## src/rtl/sld_pkg.sv

```systemverilog
package sld_pkg;
  localparam int unsigned SYNC_STAGES = 2;

  function automatic int unsigned cnt_width(input int unsigned a, input int unsigned b,
                                            input int unsigned c);
    int unsigned m;
    m = a;
    if (b > m) m = b;
    if (c > m) m = c;
    return $clog2(m + 1) + 1;
  endfunction

  typedef struct packed {
    logic blank;
    logic load;
    logic data;
    logic sclk;
  } ctl_t;
endpackage

```

## src/rtl/sld_sync.sv

```systemverilog
module sld_sync #(
  parameter int unsigned WIDTH  = 4,
  parameter int unsigned STAGES = sld_pkg::SYNC_STAGES
) (
  input  logic             clk,
  input  logic             rst,
  input  logic [WIDTH-1:0] async_i,
  output logic [WIDTH-1:0] sync_o
);
  logic [WIDTH-1:0] chain_q [STAGES];

  genvar s;
  generate
    for (s = 0; s < STAGES; s++) begin : g_stage
      always_ff @(posedge clk) begin
        if (rst) chain_q[s] <= '0;
        else if (s == 0) chain_q[s] <= async_i;
        else chain_q[s] <= chain_q[(s == 0) ? 0 : s-1];
      end
    end
  endgenerate

  assign sync_o = chain_q[STAGES-1];
endmodule

```

## src/rtl/sld_edge.sv

```systemverilog
module sld_edge #(
  parameter int unsigned WIDTH = 2
) (
  input  logic             clk,
  input  logic             rst,
  input  logic [WIDTH-1:0] lvl_i,
  output logic [WIDTH-1:0] rise_o,
  output logic [WIDTH-1:0] fall_o
);
  logic [WIDTH-1:0] prev_q;

  always_ff @(posedge clk) begin
    if (rst) prev_q <= '0;
    else     prev_q <= lvl_i;
  end

  genvar i;
  generate
    for (i = 0; i < WIDTH; i++) begin : g_bit
      assign rise_o[i] = lvl_i[i] & ~prev_q[i];
      assign fall_o[i] = ~lvl_i[i] & prev_q[i];
    end
  endgenerate
endmodule

```

## src/rtl/sld_shift.sv

```systemverilog
module sld_shift #(
  parameter int unsigned DEPTH = 10
) (
  input  logic             clk,
  input  logic             rst,
  input  logic             step_i,
  input  logic             bit_i,
  output logic [DEPTH-1:0] stages_o
);
  logic [DEPTH-1:0] sr_q;

  always_ff @(posedge clk) begin
    if (rst)         sr_q <= '0;
    else if (step_i) sr_q <= {sr_q[DEPTH-2:0], bit_i};
  end

  assign stages_o = sr_q;

  a_r2_no_step_holds: assert property (@(posedge clk) disable iff (rst)
    !step_i |=> $stable(sr_q));
  a_r3_tail_takes_prev: assert property (@(posedge clk) disable iff (rst)
    step_i |=> sr_q[DEPTH-1] == $past(sr_q[DEPTH-2]));
  a_r1_reset_clears: assert property (@(posedge clk)
    rst |=> sr_q == '0);
endmodule

```

## src/rtl/sld_hold.sv

```systemverilog
module sld_hold #(
  parameter int unsigned DEPTH = 10
) (
  input  logic             clk,
  input  logic             rst,
  input  logic             load_i,
  input  logic             blank_i,
  input  logic [DEPTH-1:0] src_i,
  output logic [DEPTH-1:0] chan_o
);
  logic [DEPTH-1:0] store_q;

  always_ff @(posedge clk) begin
    if (rst)         store_q <= '0;
    else if (load_i) store_q <= src_i;
  end

  assign chan_o = blank_i ? '0 : store_q;

  a_r4_follows: assert property (@(posedge clk) disable iff (rst)
    load_i |=> store_q == $past(src_i));
  a_r5_keeps: assert property (@(posedge clk) disable iff (rst)
    !load_i |=> $stable(store_q));
  a_r6_blanked_low: assert property (@(posedge clk) disable iff (rst)
    blank_i |-> chan_o == '0);
endmodule

```

## src/rtl/sld_timing.sv

```systemverilog
module sld_timing #(
  parameter int unsigned MIN_CLK_HIGH    = 5,
  parameter int unsigned MIN_LOAD_HIGH   = 5,
  parameter int unsigned MIN_CLK_TO_LOAD = 3
) (
  input  logic clk,
  input  logic rst,
  input  logic sclk_lvl_i,
  input  logic sclk_rise_i,
  input  logic sclk_fall_i,
  input  logic load_lvl_i,
  input  logic load_rise_i,
  input  logic load_fall_i,
  output logic err_o
);
  localparam int unsigned CW = sld_pkg::cnt_width(MIN_CLK_HIGH, MIN_LOAD_HIGH, MIN_CLK_TO_LOAD);
  localparam logic [CW-1:0] CMAX = '1;

  logic [CW-1:0] clk_hi_q, load_hi_q, gap_q;
  logic          viol, err_q;

  always_ff @(posedge clk) begin
    if (rst) begin
      clk_hi_q  <= '0;
      load_hi_q <= '0;
      gap_q     <= CMAX;
      err_q     <= 1'b0;
    end else begin
      if (sclk_rise_i)                        clk_hi_q <= CW'(1);
      else if (sclk_lvl_i && clk_hi_q != CMAX) clk_hi_q <= clk_hi_q + 1'b1;

      if (load_rise_i)                        load_hi_q <= CW'(1);
      else if (load_lvl_i && load_hi_q != CMAX) load_hi_q <= load_hi_q + 1'b1;

      if (sclk_rise_i)        gap_q <= CW'(1);
      else if (gap_q != CMAX) gap_q <= gap_q + 1'b1;

      err_q <= viol;
    end
  end

  always_comb begin
    viol = 1'b0;
    if (sclk_fall_i && clk_hi_q < CW'(MIN_CLK_HIGH))  viol = 1'b1;
    if (load_fall_i && load_hi_q < CW'(MIN_LOAD_HIGH)) viol = 1'b1;
    if (load_rise_i && (sclk_rise_i || gap_q < CW'(MIN_CLK_TO_LOAD))) viol = 1'b1;
  end

  assign err_o = err_q;

  a_r8_short_clock_flagged: assert property (@(posedge clk) disable iff (rst)
    (sclk_fall_i && clk_hi_q < CW'(MIN_CLK_HIGH)) |=> err_o);
  a_r10_same_cycle_flagged: assert property (@(posedge clk) disable iff (rst)
    (sclk_rise_i && load_rise_i) |=> err_o);
endmodule

```

## src/rtl/serial_latch_driver.sv

```systemverilog
module serial_latch_driver #(
  parameter int unsigned CHANNELS        = 10,
  parameter int unsigned MIN_CLK_HIGH    = 5,
  parameter int unsigned MIN_LOAD_HIGH   = 5,
  parameter int unsigned MIN_CLK_TO_LOAD = 3
) (
  input  logic                clk,
  input  logic                rst,
  input  logic                ser_clk_i,
  input  logic                ser_data_i,
  input  logic                load_i,
  input  logic                blank_i,
  output logic                ser_out_o,
  output logic [CHANNELS-1:0] chan_o,
  output logic                timing_err_o
);
  import sld_pkg::*;

  localparam int unsigned CTL_W = $bits(ctl_t);

  ctl_t             raw, syn;
  logic [CTL_W-1:0] syn_bits;
  logic [1:0]       lvl, rise, fall;
  logic [CHANNELS-1:0] stages;

  always_comb begin
    raw.blank = blank_i;
    raw.load  = load_i;
    raw.data  = ser_data_i;
    raw.sclk  = ser_clk_i;
  end

  sld_sync #(.WIDTH(CTL_W)) u_sync (
    .clk(clk), .rst(rst), .async_i(raw), .sync_o(syn_bits)
  );
  assign syn = ctl_t'(syn_bits);
  assign lvl = {syn.load, syn.sclk};

  sld_edge #(.WIDTH(2)) u_edge (
    .clk(clk), .rst(rst), .lvl_i(lvl), .rise_o(rise), .fall_o(fall)
  );

  sld_shift #(.DEPTH(CHANNELS)) u_shift (
    .clk(clk), .rst(rst), .step_i(rise[0]), .bit_i(syn.data), .stages_o(stages)
  );

  sld_hold #(.DEPTH(CHANNELS)) u_hold (
    .clk(clk), .rst(rst), .load_i(syn.load), .blank_i(syn.blank),
    .src_i(stages), .chan_o(chan_o)
  );

  sld_timing #(
    .MIN_CLK_HIGH(MIN_CLK_HIGH), .MIN_LOAD_HIGH(MIN_LOAD_HIGH),
    .MIN_CLK_TO_LOAD(MIN_CLK_TO_LOAD)
  ) u_timing (
    .clk(clk), .rst(rst),
    .sclk_lvl_i(syn.sclk), .sclk_rise_i(rise[0]), .sclk_fall_i(fall[0]),
    .load_lvl_i(syn.load), .load_rise_i(rise[1]), .load_fall_i(fall[1]),
    .err_o(timing_err_o)
  );

  assign ser_out_o = stages[CHANNELS-1];

  a_r1_reset_quiet: assert property (@(posedge clk)
    rst |=> (chan_o == '0 && !ser_out_o && !timing_err_o));
endmodule

```

## config.mk

```make
export PLATFORM = sky130hd
export DESIGN_NAME = serial_latch_driver
export DESIGN_NICKNAME = d
export VERILOG_FILES = /design/src/rtl/sld_pkg.sv /design/src/rtl/sld_sync.sv /design/src/rtl/sld_edge.sv /design/src/rtl/sld_shift.sv /design/src/rtl/sld_hold.sv /design/src/rtl/sld_timing.sv /design/src/rtl/serial_latch_driver.sv
export SDC_FILE = /design/constraint.sdc
export NUM_CORES = 1
export LEC_CHECK = 0
export ABC_AREA = 0
export BUFFER_PORTS_ARGS = -buffer_cell sky130_fd_sc_hd__buf_2
export CAP_MARGIN = 10
export CORE_ASPECT_RATIO = 1.1
export CORE_MARGIN = 2
export CORE_UTILIZATION = 56
export DETAILED_ROUTE_END_ITERATION = 12
export PLACE_DENSITY_LB_ADDON = 0.15
export SLEW_MARGIN = 20
export SYNTH_ARGS = -nofsm -noshare
export SYNTH_HDL_FRONTEND = slang
export SYNTH_SLANG_ARGS = --single-unit
```

## constraint.sdc

```tcl
create_clock -name clk -period 1.5 [get_ports clk]
set_clock_uncertainty 0.05 [all_clocks]
set_input_delay 0.075 -clock clk [delete_from_list [all_inputs] [get_ports clk]]
set_output_delay 0.075 -clock clk [all_outputs]
set_load 0.05 [all_outputs]
```

* After elaboration in Yosys (flattened, before gate mapping)
Memories as Yosys holds them, arrays and structs flattened.
Index checks and enable logic that the tools add are counted.
** Word-level totals
- RAM bits :: 8
- Logic and storage cells :: 56
- Memories kept :: 1
- Flip-flop bits (word level) :: 35
** Operators by class
- $lt $le $gt $ge :: 3
- Mux-type cells :: 15
- $add $sub $neg :: 3
- Eq/ne operators :: 3
- Reductions and logical operators :: 11
- Bitwise operators :: 10
** Memory list
- u_sync.chain_q :: depth 2, bits a word 4, read ports 2, clocked after Yosys merged registers in 0, write ports 2, line sld_sync.sv:10 : logic [WIDTH-1:0] chain_q [STAGES];
** Operator list (count)
- $mux W4 :: 4
- $add A4 B1 Y4 const B :: 3
- $ne A4 B4 Y1 const B :: 3
- $mux W1 :: 10
- $mux W10 :: 1
- $lt A4 B3 Y1 const B :: 2
- $reduce_bool A2 Y1 :: 3
- $logic_and A1 B1 Y1 :: 5
- $and A1 B1 Y1 :: 4
- $lt A4 B2 Y1 const B :: 1
- $not A1 Y1 :: 4
- $reduce_or A2 Y1 :: 2
- $or A1 B1 Y1 :: 2
- $logic_or A1 B1 Y1 :: 1

* Longest topological paths before layout
An unclocked memory read counts as a cell.
- Depth after elaboration :: 7
- Mapped depth :: 6

* Cells and area by module
Synthesis repeated with hierarchy kept, for this count alone.
** Second synthesis, totals
- Cells, all modules :: 174
- Area, all modules :: 1735.4 um^2
** By module, submodules not included
- sld_timing :: instances 1, area an instance 678.2 um^2, cells an instance 76
- sld_hold :: instances 1, area an instance 416.6 um^2, cells an instance 42
- sld_shift :: instances 1, area an instance 352.8 um^2, cells an instance 32
- sld_sync :: instances 1, area an instance 210.2 um^2, cells an instance 16
- sld_edge :: instances 1, area an instance 77.6 um^2, cells an instance 8

* Least setup slack after synthesis
No wires, ideal clock.
- Path type :: register to register
- Start point :: register u_timing.gap_q[0]
- End point :: register u_timing.gap_q[0]
- Cell stages (with the launch flop) :: 5
- Slack :: 229 ps
- Period minus slack after synthesis :: 1271 ps
- Arrival :: 1094 ps
- Required time :: 1323 ps
- Cells stage by stage :: dfxtp_1 -> ha_1 -> nand3_1 -> xor2_1 -> or3_1
** On the way
- Word-level cells in the longest chain between the ends :: 1
- Elaborated cells on any way between the ends :: 2
- Those cells by class :: add/sub (1); eq/ne (1)
** Ends and longest elaborated chain
- start: declaration :: line sld_timing.sv:19 : logic [CW-1:0] clk_hi_q, load_hi_q, gap_q;
- start signal: assignment :: line sld_timing.sv:36 : else if (gap_q != CMAX) gap_q <= gap_q + 1'b1;
- $add A4 B1 Y4 or $ne A4 B4 Y1 (tied branches) :: line sld_timing.sv:36
Several ways; a longest one is shown, not always the timed one.
A chain may end at the register's enable or synchronous reset.

* Final worst setup path
Ends and elaborated chain as after synthesis.

==> out/qor.yml <==
synthesis:
  ys_top_cells_by_area: "dfxtp_1 50%, nor2b_1 8.1%, mux2i_1 7.6%, nand2_1 5.5%, a21oi_1 5.0%"
  synth-seq-cells: 43
  synth_fp_nets: 194
  synth_top_family_by_area: "simple AND/OR/NAND/NOR gates"
  yosys.area.top_type_share: 0.504
  syn_inst: 183
  avgSynthCellArea_um2: 9.33
  yosysTopAreaCell: "dfxtp_1"
  synth_warnings: 0
  ys_seq_area_frac: 0.504
  synthXorXnorAreaFrac: 0.0308
  yosys.area_share.adder: 0.0367
  synth-main-ff-cell: "dfxtp_1"
  synth_common_cells: "43 x dfxtp_1, 25 x nand2_1, 22 x nor2b_1, 17 x a21oi_1, 13 x mux2i_1"
  synth.mux.area_fraction: 0.0762
  post_synth_and_or_nand_nor_area_fraction: 0.241
  synth.most_common_cell: "dfxtp_1"
  synthDistinctLibCells: 26
  synthArstFlopShare: 0
  synth_compound_area_frac: 0.0660
  synth_edf_count: 0
  synth.cell_area_um2: 1710
timing:
  slew_headroom: 0.646
  finalSetupTns_ps: 0
  period_minus_slack_ps: 1380
  hold_slack_ps: 141
  setup_violations: 0
  setup_ws_ps: 123
  hold_violations: 0
  tightest_slew_ps: 532
  grt_setup_unrepaired: "false"
  fmax_ghz: 0.726
  min_period_over_period: 0.918
  drv_slew: 0
pwr:
  pwr_density_cell_nw_per_um2: 1190
  p_int_uw: 1740
  peakVddDrop_v: 0.000965
  comb_power_share: 0.128
  seq_power_share: 0.548
  p_leak_uw: 0.000809
  sw_frac_of_total: 0.242
  p_clk_frac: 0.324
  p_switching_uw: 558
clock_network:
  clk_pin_slew_ps: 130
  cts_tree: "built"
  cts-root-buf: "clkbuf_4"
  htree_levels: 2
  cts_sinks: 43
  clock_latency_ps: 340
  clk_path_buf_depth: 2
  cts_buffers: 5
  cts_resized: 0
  cts_setup_buffers: 0
worst_setup_path:
  rr_worst_depth: 4
  worstReg2RegStart: "u_timing.gap_q[0]"
  crit_buf_inv: 0
  worstPathRequired_ps: 1680
  path_depth: 4
  crit_path_end_kind: "flip-flop"
  arrival_ps: 1560
  r2r_slack_ps: 120
  crit_fanout: 4
  cpPeakStageDelay_ps: 400
  start_kind: "flip-flop"
  path_cells: "ha_1, nand3_1, xor2_1, or3_1"
  cp_top_family: "simple AND/OR/NAND/NOR gates"
  timing.rr.end: "u_timing.gap_q[0]"
  crit_type: "flip-flop to flip-flop"
  cp_slowest_cell: "dfxtp_1"
die:
  dieArea_um2: 3510
  ios: 18
  core_area_um2: 2970
  start_util: 0.575
  dieHeight_um: 61.9
  rows: 21
  die_w_um: 56.6
final_layout:
  n_antenna_cell: 0
  syn2layout_area_growth_pct: 13.0
  drive_gt1_frac: 0.140
  final_nets: 217
  final_area_um2: 1930
  fillers: 252
placement:
  dp_slack_ps: 132
  routabilityCongestion: 0.872
  numPortBuffers: 17
  placed_area_um2: 1800
  dp_hpwl_um: 1940
routing:
  drtAntennaViolNets: 0
  viasPerCell: 5.15
  wl_per_cell_um: 11.5
  wirelength_um: 2770
  drt-pass1-iter-count: 4
  vias: 1241
  post-route-drc-count: 0
  first_iter_violations: 29
grt:
  grt_pass1_wl_um: 4670
  grt_max_degree: 33
  grt_antenna_before_repair: 0
  grt_usage: 0.173
  grt_pass1_vias: 1147
  grt_overflow_total: 0
status:
  status: "complete, no violations"
min_path:
  min_path_cells: 2
  hp-class: "input port to flip-flop"
  min_from: "rst"
  holdPathEnd: "u_hold.store_q[1]"
run:
  max_cap_violations: 0
[per-layer routing]
layer | wire (um) | part of all wire | up-vias | track usage
met5 | 0 | 0 | - | 0
met3 | 74 | 0.027 | 4 | 0.0476
met1 | 1290 | 0.47 | 575 | 0.197
li1 | - | - | 646 | -
met2 | 1370 | 0.49 | 16 | 0.307
met4 | 34 | 0.012 | 0 | 0.0816
[cells in the final DEF, fill, tap and decap left out, drive strengths merged]
cell type,n
dfxtp,43
nand2,25
nor2b,22
buf,21
a21oi,17
mux2i,13
nor2,12
nand3,8
clkbuf,6
nor3,5
ha,5
inv,4
nand2b,4
xor2,4
dlygate4sd3,4
o21bai,3
and3,2
xnor2,2
and2b,1
o21ai,1
and4b,1
nor4b,1
or3,1
clkinv,1
bufinv,1
[worst register-to-register path: stages, from the launching register on]
cell,delay (ps)
dfxtp_1,400
ha_1,230
nand3_1,140
xor2_1,170
or3_1,300
[cell type report]
| type | count | area (um2) | area share |
|---|---|---|---|
| Clock buffer | 6 | 51.3 | 0.0266 |
| Clock inverter | 2 | 35.0 | 0.0182 |
| Inverter | 4 | 15.0 | 0.00778 |
| Multi-Input combinational cell | 127 | 769 | 0.399 |
| Sequential cell | 43 | 861 | 0.446 |
| Tap cell | 34 | 42.5 | 0.0220 |
| Timing Repair Buffer | 25 | 155 | 0.0804 |
[worst max-delay path by stage]
stage,start,endpoint
4_1_cts,u_timing.gap_q[0],u_timing.gap_q[0]
6_report,u_timing.gap_q[0],u_timing.gap_q[0]
5_1_grt,u_sync.chain_q[1][0],u_shift.stages_o[1]
3_3_place_gp,u_timing.gap_q[0],u_timing.gap_q[0]
3_5_place_dp,u_timing.gap_q[0],u_timing.gap_q[0]
2_1_floorplan,u_timing.gap_q[0],u_timing.gap_q[0]
[sequential cells by signal (all words and copies together), names as in the netlist]
signal / cells
u_edge.prev_q: 2
u_hold.store_q: 10
u_shift.stages_o: 10
u_sync.chain_q: 8
u_timing.clk_hi_q: 4
u_timing.err_o: 1
u_timing.gap_q: 4
u_timing.load_hi_q: 4
[power by group through the flow]
stage | Combinational (uW) | Clock, uW | Sequential (uW)
after global routing | 322 | 810 | 1270
after global placement | 272 | 0 | 1280
after floorplan | 243 | 0 | 1270
final | 295 | 747 | 1260
after detailed placement | 290 | 0 | 1290
after CTS | 299 | 758 | 1260
[repair_timing]
item	4_1_cts	5_1_grt
endpoints found under the setup margin	0	0
hold buffers	4	0
hold endpoints to repair	4	0
[stage by stage]
stage	std cells	util	total power, uW
6_report	241	0.650	2300
5_1_grt	241	0.650	2400
4_1_cts	241	0.650	2320
3_5_place_dp	229	0.607	1580
3_3_place_gp	229	0.607	1550
2_1_floorplan	183	-	1510
[kinds of logic (layout without fill, tap and decap cells)]
family	Yosys count	after routing
simple gates	82	82
fa+ha+maj	5	5
mux	13	13
xor+xnor	6	6
buf+inv	13	37
flops	43	43
compound gates	21	21
No activity file was read; power rests on OpenSTA's default activity.
